===== src/rtl/romid_bitcount.sv =====
module romid_bitcount #(
    parameter int N_BITS = 64,
    localparam int CNT_W = $clog2(N_BITS + 1)
) (
    input  logic             clk,
    input  logic             rst_n,
    input  logic             clr,
    input  logic             en,
    output logic [CNT_W-1:0] count,
    output logic             last,
    output logic             full
);
    localparam logic [CNT_W-1:0] LAST_V = CNT_W'(N_BITS - 1);
    localparam logic [CNT_W-1:0] FULL_V = CNT_W'(N_BITS);

    logic [CNT_W-1:0] cnt_q;

    always_ff @(posedge clk or negedge rst_n) begin
        if (!rst_n) begin
            cnt_q <= '0;
        end else if (clr) begin
            cnt_q <= '0;
        end else if (en && (cnt_q != FULL_V)) begin
            cnt_q <= cnt_q + 1'b1;
        end
    end

    assign count = cnt_q;
    assign last  = (cnt_q == LAST_V);
    assign full  = (cnt_q == FULL_V);

    // the count never runs past the code length
    p_count_bounded_r9: assert property (@(posedge clk) disable iff (!rst_n)
        full && !clr |=> full);
endmodule


===== config.mk =====
export PLATFORM = sky130hd
export DESIGN_NAME = romid_bitcount
export DESIGN_NICKNAME = d
export VERILOG_FILES = /design/src/rtl/romid_bitcount.sv
export SDC_FILE = /design/constraint.sdc
export NUM_CORES = 1
export LEC_CHECK = 0
export ABC_CLOCK_PERIOD_IN_PS = 2890
export BUFFER_PORTS_ARGS = -buffer_cell sky130_fd_sc_hd__buf_4
export CORE_AREA = 2 2 39 41
export CTS_BUF_LIST = sky130_fd_sc_hd__clkbuf_2
export DETAILED_ROUTE_END_ITERATION = 12
export DIE_AREA = 0 0 41 43
export PLACE_DENSITY = 0.57
export SLEW_MARGIN = 15
export SYNTH_ARGS = -nofsm -noshare
export SYNTH_HDL_FRONTEND = slang
export SYNTH_SLANG_ARGS = --single-unit
export TNS_END_PERCENT = 20

===== constraint.sdc =====
create_clock -name clk -period 2.89 [get_ports clk]
set_clock_uncertainty 0.1 [all_clocks]
set_input_delay 0.1445 -clock clk [delete_from_list [all_inputs] [get_ports clk]]
set_output_delay 0.1445 -clock clk [all_outputs]
set_load 0.02 [all_outputs]

==> results of run 1 <==
==> final cells by class <==
type                    instances  area (sq um)  share of cell area
well taps                      16          20.0              0.0353
inverters                       4          15.0              0.0265
flip-flops and latches          7           175               0.309
repair buffers                 13           100               0.177
clock buffers                   4          20.0              0.0353
multi-input cells              32           236               0.417
==> critical path: stages (launching register included) <==
cell and delay, ns:
dfrtp_1 0.44, ha_1 0.25, and3_1 0.19, nand3_1 0.08, nor2_1 0.10, buf_4 0.14
==> what timing repair did <==
| action | in CTS | in global routing |
|---|---|---|
| setup buffers | 0 | 0 |
| hold buffers | 1 | 0 |
| gates resized for setup | 0 | 0 |
| endpoints found under the hold margin | 7 | 0 |
==> worst max path at each step <==
stage | slack (ns) | startpoint | cells after the start | end
after floorplan | 1.31 | count[0] | 4 | count[0]
after detailed placement | 1.33 | count[0] | 4 | count[0]
after global placement | 1.35 | count[1] | 4 | count[6]
final | 1.20 | count[1] | 5 | last
after global routing | 1.10 | count[0] | 5 | last
after CTS | 1.20 | count[1] | 5 | last
==> Yosys cell counts (all sizes together) <==
cell    instances
ha              2
and3            2
or3             1
clkbuf          1
a31o            1
a21oi           1
o21ai           1
a211oi          1
nand3           1
mux2            2
nand2           1
inv             4
nor4            1
nor2b           1
xor2            2
nor2            7
a31oi           1
nand2b          2
dfrtp           7
mux2i           1
nand4           4
==> power by group <==
part	leakage, nW	switching (W)	internal, W
clock network	0.0166	0.0000412	0.0000368
logic	0.172	0.0000168	0.0000147
registers	0.0963	0.00000458	0.000101
==> per-stage QoR <==
step	hold WS [ns]	util	instances
finish	0.0420	0.410	76
global route	0.0453	0.410	76
CTS	0.0296	0.410	76
detailed placement	-0.132	0.388	71
global placement	-0.133	0.388	71
floorplan	-0.251	-	44
==> routing by layer <==
layer,vias to the layer above,global-route usage,part of all wire
met2,16,0.150,0.40
met4,0,0.100,0.025
met3,2,0.0314,0.072
met1,181,0.207,0.50
met5,-,0,0
li1,186,-,-
==> cells by family (layout without fill, tap and decap cells) <==
family / count (synthesis) / after routing
AOI/OAI and AO/OA: 5 / 5
xor gates and xnor gates: 2 / 2
adders and majority gates: 2 / 2
buffers and inverters: 5 / 21
DFF: 7 / 7
muxes: 3 / 3
and+or+nand+nor: 20 / 20
==> results.ini, run 1 <==
[critical_path]
arrival_ns=1.45
crit_required_ns=2.65
r2r_slack_ns=1.34
end_kind=output pin
r2r_start=count[0]
worst-setup-path-type=flip-flop to output pin
r2r_cells=4
reg2reg_to=count[0]
worstPathMaxFanout=6
startpoint_type=flip-flop

[sta]
setup_viol_count_final=0
period_share=0.585
rsz0062_at_grt=false
timing.fmax_mhz=591
min_period_ns=1.69
worst_slew_pin_slew_ns=0.305
setup_ws_ns=1.20
slew_violations=0
final.setup.tns_ns=0
relSlewSlack=0.796
hold_viol=0

[floorplanning]
dieWidth_um=41
ios=13
coreArea_sq_um=1380
initial_core_util=0.311
die_y_um=43
rows=14
dieArea_sq_um=1760

[clocking]
cts_root_buf=clkbuf_2
tritoncts=done
clk_latency_ns=0.25
cts.sinks=7
path_clk_slew_ns=0.08
clock_path_buffers=2
numCtsBuffers=3
cts.htree.levels=1

[logic_synthesis]
syn_area_sq_um=430
synth_compound_area_frac=0.0901
synth.net_count=50
synth_top_family_by_area=simple AND/OR/NAND/NOR gates
synthTopCellsByArea=dfrtp_1, nor2_1, ha_1
synth_xor_area_frac=0.0407
syn_area_per_cell_sq_um=9.78
ys_warn_count=0
ys_seq_area_frac=0.407
synth_top_area_frac=0.407
synth.mux.area_fraction=0.0843
synthSimpleGateAreaFrac=0.276
yosysUniqueCellTypes=22
synthCells=44
synth-seq-cells=7
synth_top_area_cell=dfrtp_1
synth_fa_ha_area_frac=0.0581

[placement]
io_buffers=12
pre_cts_ws_ns=1.33
place_area_sq_um=537
gp_congestion=0.748
post-dp-hpwl_um=678

[drt]
drcViolationCount=0
first_pass_iters=4
viasPerCell=5.07
drt_iter0_drc=6
num_vias=385
wl_um=925
postRouteAntennaNets=0
routedWlPerCell_um=12.2

[cells_and_area]
area_growth_pct=31.7
fillers=134
largest_register_ffs=7
design_area_sq_um=567
n_antenna_cell=0
final_common_cell=buf_4
nets=67
drive_gt1_frac=0.317
final_cell_mix=buf_4, nor2_1, dfrtp_1

[global_routing]
overflow=0
grt_util_all_layers=0.133
grt_max_degree=12
grt_pass1_vias=339
grt_pass1_wl_mm=1.52
antenna_found_initial=0

[min_path]
hold_start=clr
hold_class=input pin to flip-flop
whs_endpoint=count[5]
worstHoldPathCells=2

[status]
status=completed

[power_and_ir_drop]
p_leak_nw=0.285
p_per_area_nw_per_um2=379
irDropWorstVdd_uv=240
power_w=0.000215

[run]
maxCapViolations=0

Note: power is estimated with default switching activity, not from simulation.
==> inputs of run 2 (changes only) <==
--- a/config.mk
+++ b/config.mk
@@ -5,13 +5,14 @@
 export SDC_FILE = /design/constraint.sdc
 export NUM_CORES = 1
 export LEC_CHECK = 0
-export ABC_CLOCK_PERIOD_IN_PS = 2890
+export ABC_AREA = 1
+export ABC_CLOCK_PERIOD_IN_PS = 1360
 export BUFFER_PORTS_ARGS = -buffer_cell sky130_fd_sc_hd__buf_4
-export CORE_AREA = 2 2 39 41
+export CORE_MARGIN = 2
+export CORE_UTILIZATION = 35
 export CTS_BUF_LIST = sky130_fd_sc_hd__clkbuf_2
 export DETAILED_ROUTE_END_ITERATION = 12
-export DIE_AREA = 0 0 41 43
-export PLACE_DENSITY = 0.57
+export PLACE_DENSITY = 0.62
 export SLEW_MARGIN = 15
 export SYNTH_ARGS = -nofsm -noshare
 export SYNTH_HDL_FRONTEND = slang
==> constraint.sdc (replaced) <==
create_clock -name clk -period 1.36 [get_ports clk]
set_clock_uncertainty 0.1 [all_clocks]
set_input_delay 0.068 -clock clk [delete_from_list [all_inputs] [get_ports clk]]
set_output_delay 0.068 -clock clk [all_outputs]
set_load 0.02 [all_outputs]
==> run 2 against run 1 <==
  * The flow now finishes with violations (negative setup slack)
  * Critical endpoint is now full
  * Die area is 6.4% lower
  * First-iteration DRC count is 67% higher
  * Global-route usage is 4.2 points higher
  * Critical path type unchanged
  * Sequential cell count stayed put
  * Routed wire length is 20% higher
==> results.ini, run 2 <==
[status]
status=complete, but fails checks
violations=negative setup slack

[sta]
hold_viol=0  ; unchanged
relSlewSlack=0.838  ; +0.0414
setup_viol_count_final=4  ; +4
setup_ws_ns=-0.0599  ; -1.26 ns
rsz0062_at_grt=true
final.setup.tns_ns=-0.115  ; -0.115 ns
min_period_ns=1.42
timing.fmax_mhz=704
slew_violations=0  ; unchanged
period_share=1.04
worst_slew_pin_slew_ns=0.243  ; -0.0621 ns

[floorplanning]
die_y_um=40.6  ; -5.5%
dieWidth_um=40.6  ; -0.94%
rows=13  ; -1
initial_core_util=0.370  ; +0.0588
dieArea_sq_um=1650  ; -6.4%
ios=13  ; unchanged
coreArea_sq_um=1270  ; -8.3%

[logic_synthesis]
ys_warn_count=0  ; unchanged
post-synth-top-count-cell=nand2_1
syn_area_sq_um=469  ; +9.0%
synth-seq-cells=7  ; unchanged
synth_top_area_frac=0.373  ; -0.0336
synthTopCellsByArea=dfrtp_1, nand2_1, nand3_1
synth_common_cells=nand2_1, inv_1, dfrtp_1, nand3_1, nor2_1
ys_async_sr_fraction=1.00  ; unchanged
synthCells=66  ; +50%
syn_area_per_cell_sq_um=7.11  ; -27%
synth.net_count=72  ; +44%
synth_edf_count=0  ; unchanged
ys_seq_area_frac=0.373  ; -0.0336
ys.flop_type=dfrtp_1
synth_top_area_cell=dfrtp_1
yosysUniqueCellTypes=17  ; -23%

[cells_and_area]
final_common_cell=buf_4
n_antenna_cell=0  ; unchanged
drive_gt1_frac=0.462  ; +0.146
final_cell_mix=buf_4, nand2_1, nand3_1, nor2_1
nets=100  ; +49%
area_growth_pct=53.3
fillers=130  ; -3.0%
largest_register_ffs=7  ; unchanged
design_area_sq_um=719  ; +27%

[drt]
drcViolationCount=0  ; unchanged
num_vias=478  ; +24%
wl_mm=1.11  ; +20%
postRouteAntennaNets=0  ; unchanged
routedWlPerCell_um=10.3  ; -15%
viasPerCell=4.43  ; -13%
drt_iter0_drc=10  ; +4
first_pass_iters=4  ; unchanged

[critical_path]
critPathLaunch=count[1]
worstPathMaxFanout=4  ; -2
worst-setup-path-type=flip-flop to output pin
end_kind=output pin
r2r_start=count[1]
crit_required_ns=1.19  ; -1.46 ns
arrival_ns=1.25  ; -0.20 ns
startpoint_type=flip-flop

[power_and_ir_drop]
p_leak_nw=0.381  ; +34%
p_per_area_nw_per_um2=686  ; +81%
irDropWorstVdd_uv=432  ; +80%

[global_routing]
grt_pass1_wl_mm=1.81  ; +19%
grt_pass1_vias=417  ; +23%
grt_util_all_layers=0.175  ; +0.0417
grt_max_degree=8  ; -4
overflow=0  ; unchanged
antenna_found_initial=0  ; unchanged

[clocking]
cts_root_buf=clkbuf_2
clock_path_buffers=2  ; unchanged
numCtsBuffers=3  ; unchanged
clk_latency_ns=0.25  ; about the same
cts.htree.levels=1  ; unchanged
path_clk_slew_ns=0.08  ; about the same
cts.sinks=7  ; unchanged
tritoncts=done

[placement]
place_area_sq_um=603  ; +12%
gp_congestion=0.853  ; +14%
post-dp-hpwl_um=791  ; +17%
io_buffers=12  ; unchanged

[min_path]
hold_class=input pin to async pin

[run]
maxCapViolations=0  ; unchanged

[run 2: what timing repair did]
action | 4_1_cts | 5_1_grt
resized for setup | 3 | 8
endpoints found under the hold margin | 8 | 0
pin swaps | 0 | 3
buffers inserted | 6 | 0
hold buffers | 2 | 0
gates cloned | 0 | 0
setup endpoints to repair | 6 | 9
[run 2: cells by family (layout without fill, tap and decap cells)]
| kind of cell | count (synthesis) | in the layout | share of synthesized area |
|---|---|---|---|
| AO/OA/AOI/OAI | 2 | 2 | 0.0213 |
| buffers and inverters | 12 | 39 | 0.123 |
| XOR/XNOR | 1 | 1 | 0.0187 |
| AND/OR/NAND/NOR | 42 | 42 | 0.411 |
| flip-flops | 7 | 7 | 0.373 |
| adder cells (fa/ha/maj) | 2 | 2 | 0.0533 |
[run 2: worst paths after layout]
| check | endpoint | slack, ns | cells past startpoint |
|---|---|---|---|
| min reg2reg | count[5] | 0.51 | 2 |
| max reg2reg | count[1] | -0.02 | 7 |
| max in group asynchronous | count[0] | 0.95 | 2 |
| max | full | -0.06 | 7 |
| min | count[2] | 0.07 | 2 |
| min in group clk | count[6] | 0.07 | 4 |
[run 2: per-stage QoR]
| step | cells | power, W | setup WS (ns) | util | hold WS [ns] |
|---|---|---|---|---|---|
| 2_1_floorplan | 66 | 0.000260 | -0.0731 | - | -0.328 |
| 6_report | 108 | 0.000493 | -0.0599 | 0.567 | 0.0685 |
| 5_1_grt | 108 | 0.000528 | -0.147 | 0.567 | 0.0508 |
| 4_1_cts | 108 | 0.000492 | -0.0762 | 0.545 | 0.0507 |
| 3_5_place_dp | 96 | 0.000300 | -0.0163 | 0.475 | -0.212 |
| 3_3_place_gp | 96 | 0.000300 | 0.0107 | 0.475 | -0.214 |
[run 2: critical path, cell delays in order, from the launching register on]
cell and delay [ns]:
dfrtp_1 0.43, inv_2 0.10, ha_4 0.13, nand2_2 0.05
inv_2 0.07, nand3_4 0.07, inv_2 0.06, buf_6 0.10
[run 2: power by group]
group,switching [W],internal [W],total (W)
Combinational,0.0000507,0.0000560,0.000107
Sequential,0.00000834,0.000214,0.000223
Clock,0.0000857,0.0000782,0.000164
Total,0.000145,0.000348,0.000493
[run 2: per-layer routing]
metal / vias to the layer above / track usage / share of wire
met2: 9 / 0.226 / 0.44
met4: 0 / 0.100 / 0.022
li1: 260 / - / -
met3: 2 / 0.0489 / 0.038
met5: - / 0 / 0
met1: 207 / 0.254 / 0.50
[run 2: final cells by class]
cell class / instances / area, sq um / share of cell area
Clock buffer: 4 / 20.0 / 0.0278
Timing Repair Buffer: 24 / 189 / 0.263
Multi-Input combinational cell: 47 / 269 / 0.374
Sequential cell: 7 / 176 / 0.245
Inverter: 11 / 46.3 / 0.0643
Tap cell: 15 / 18.8 / 0.0261
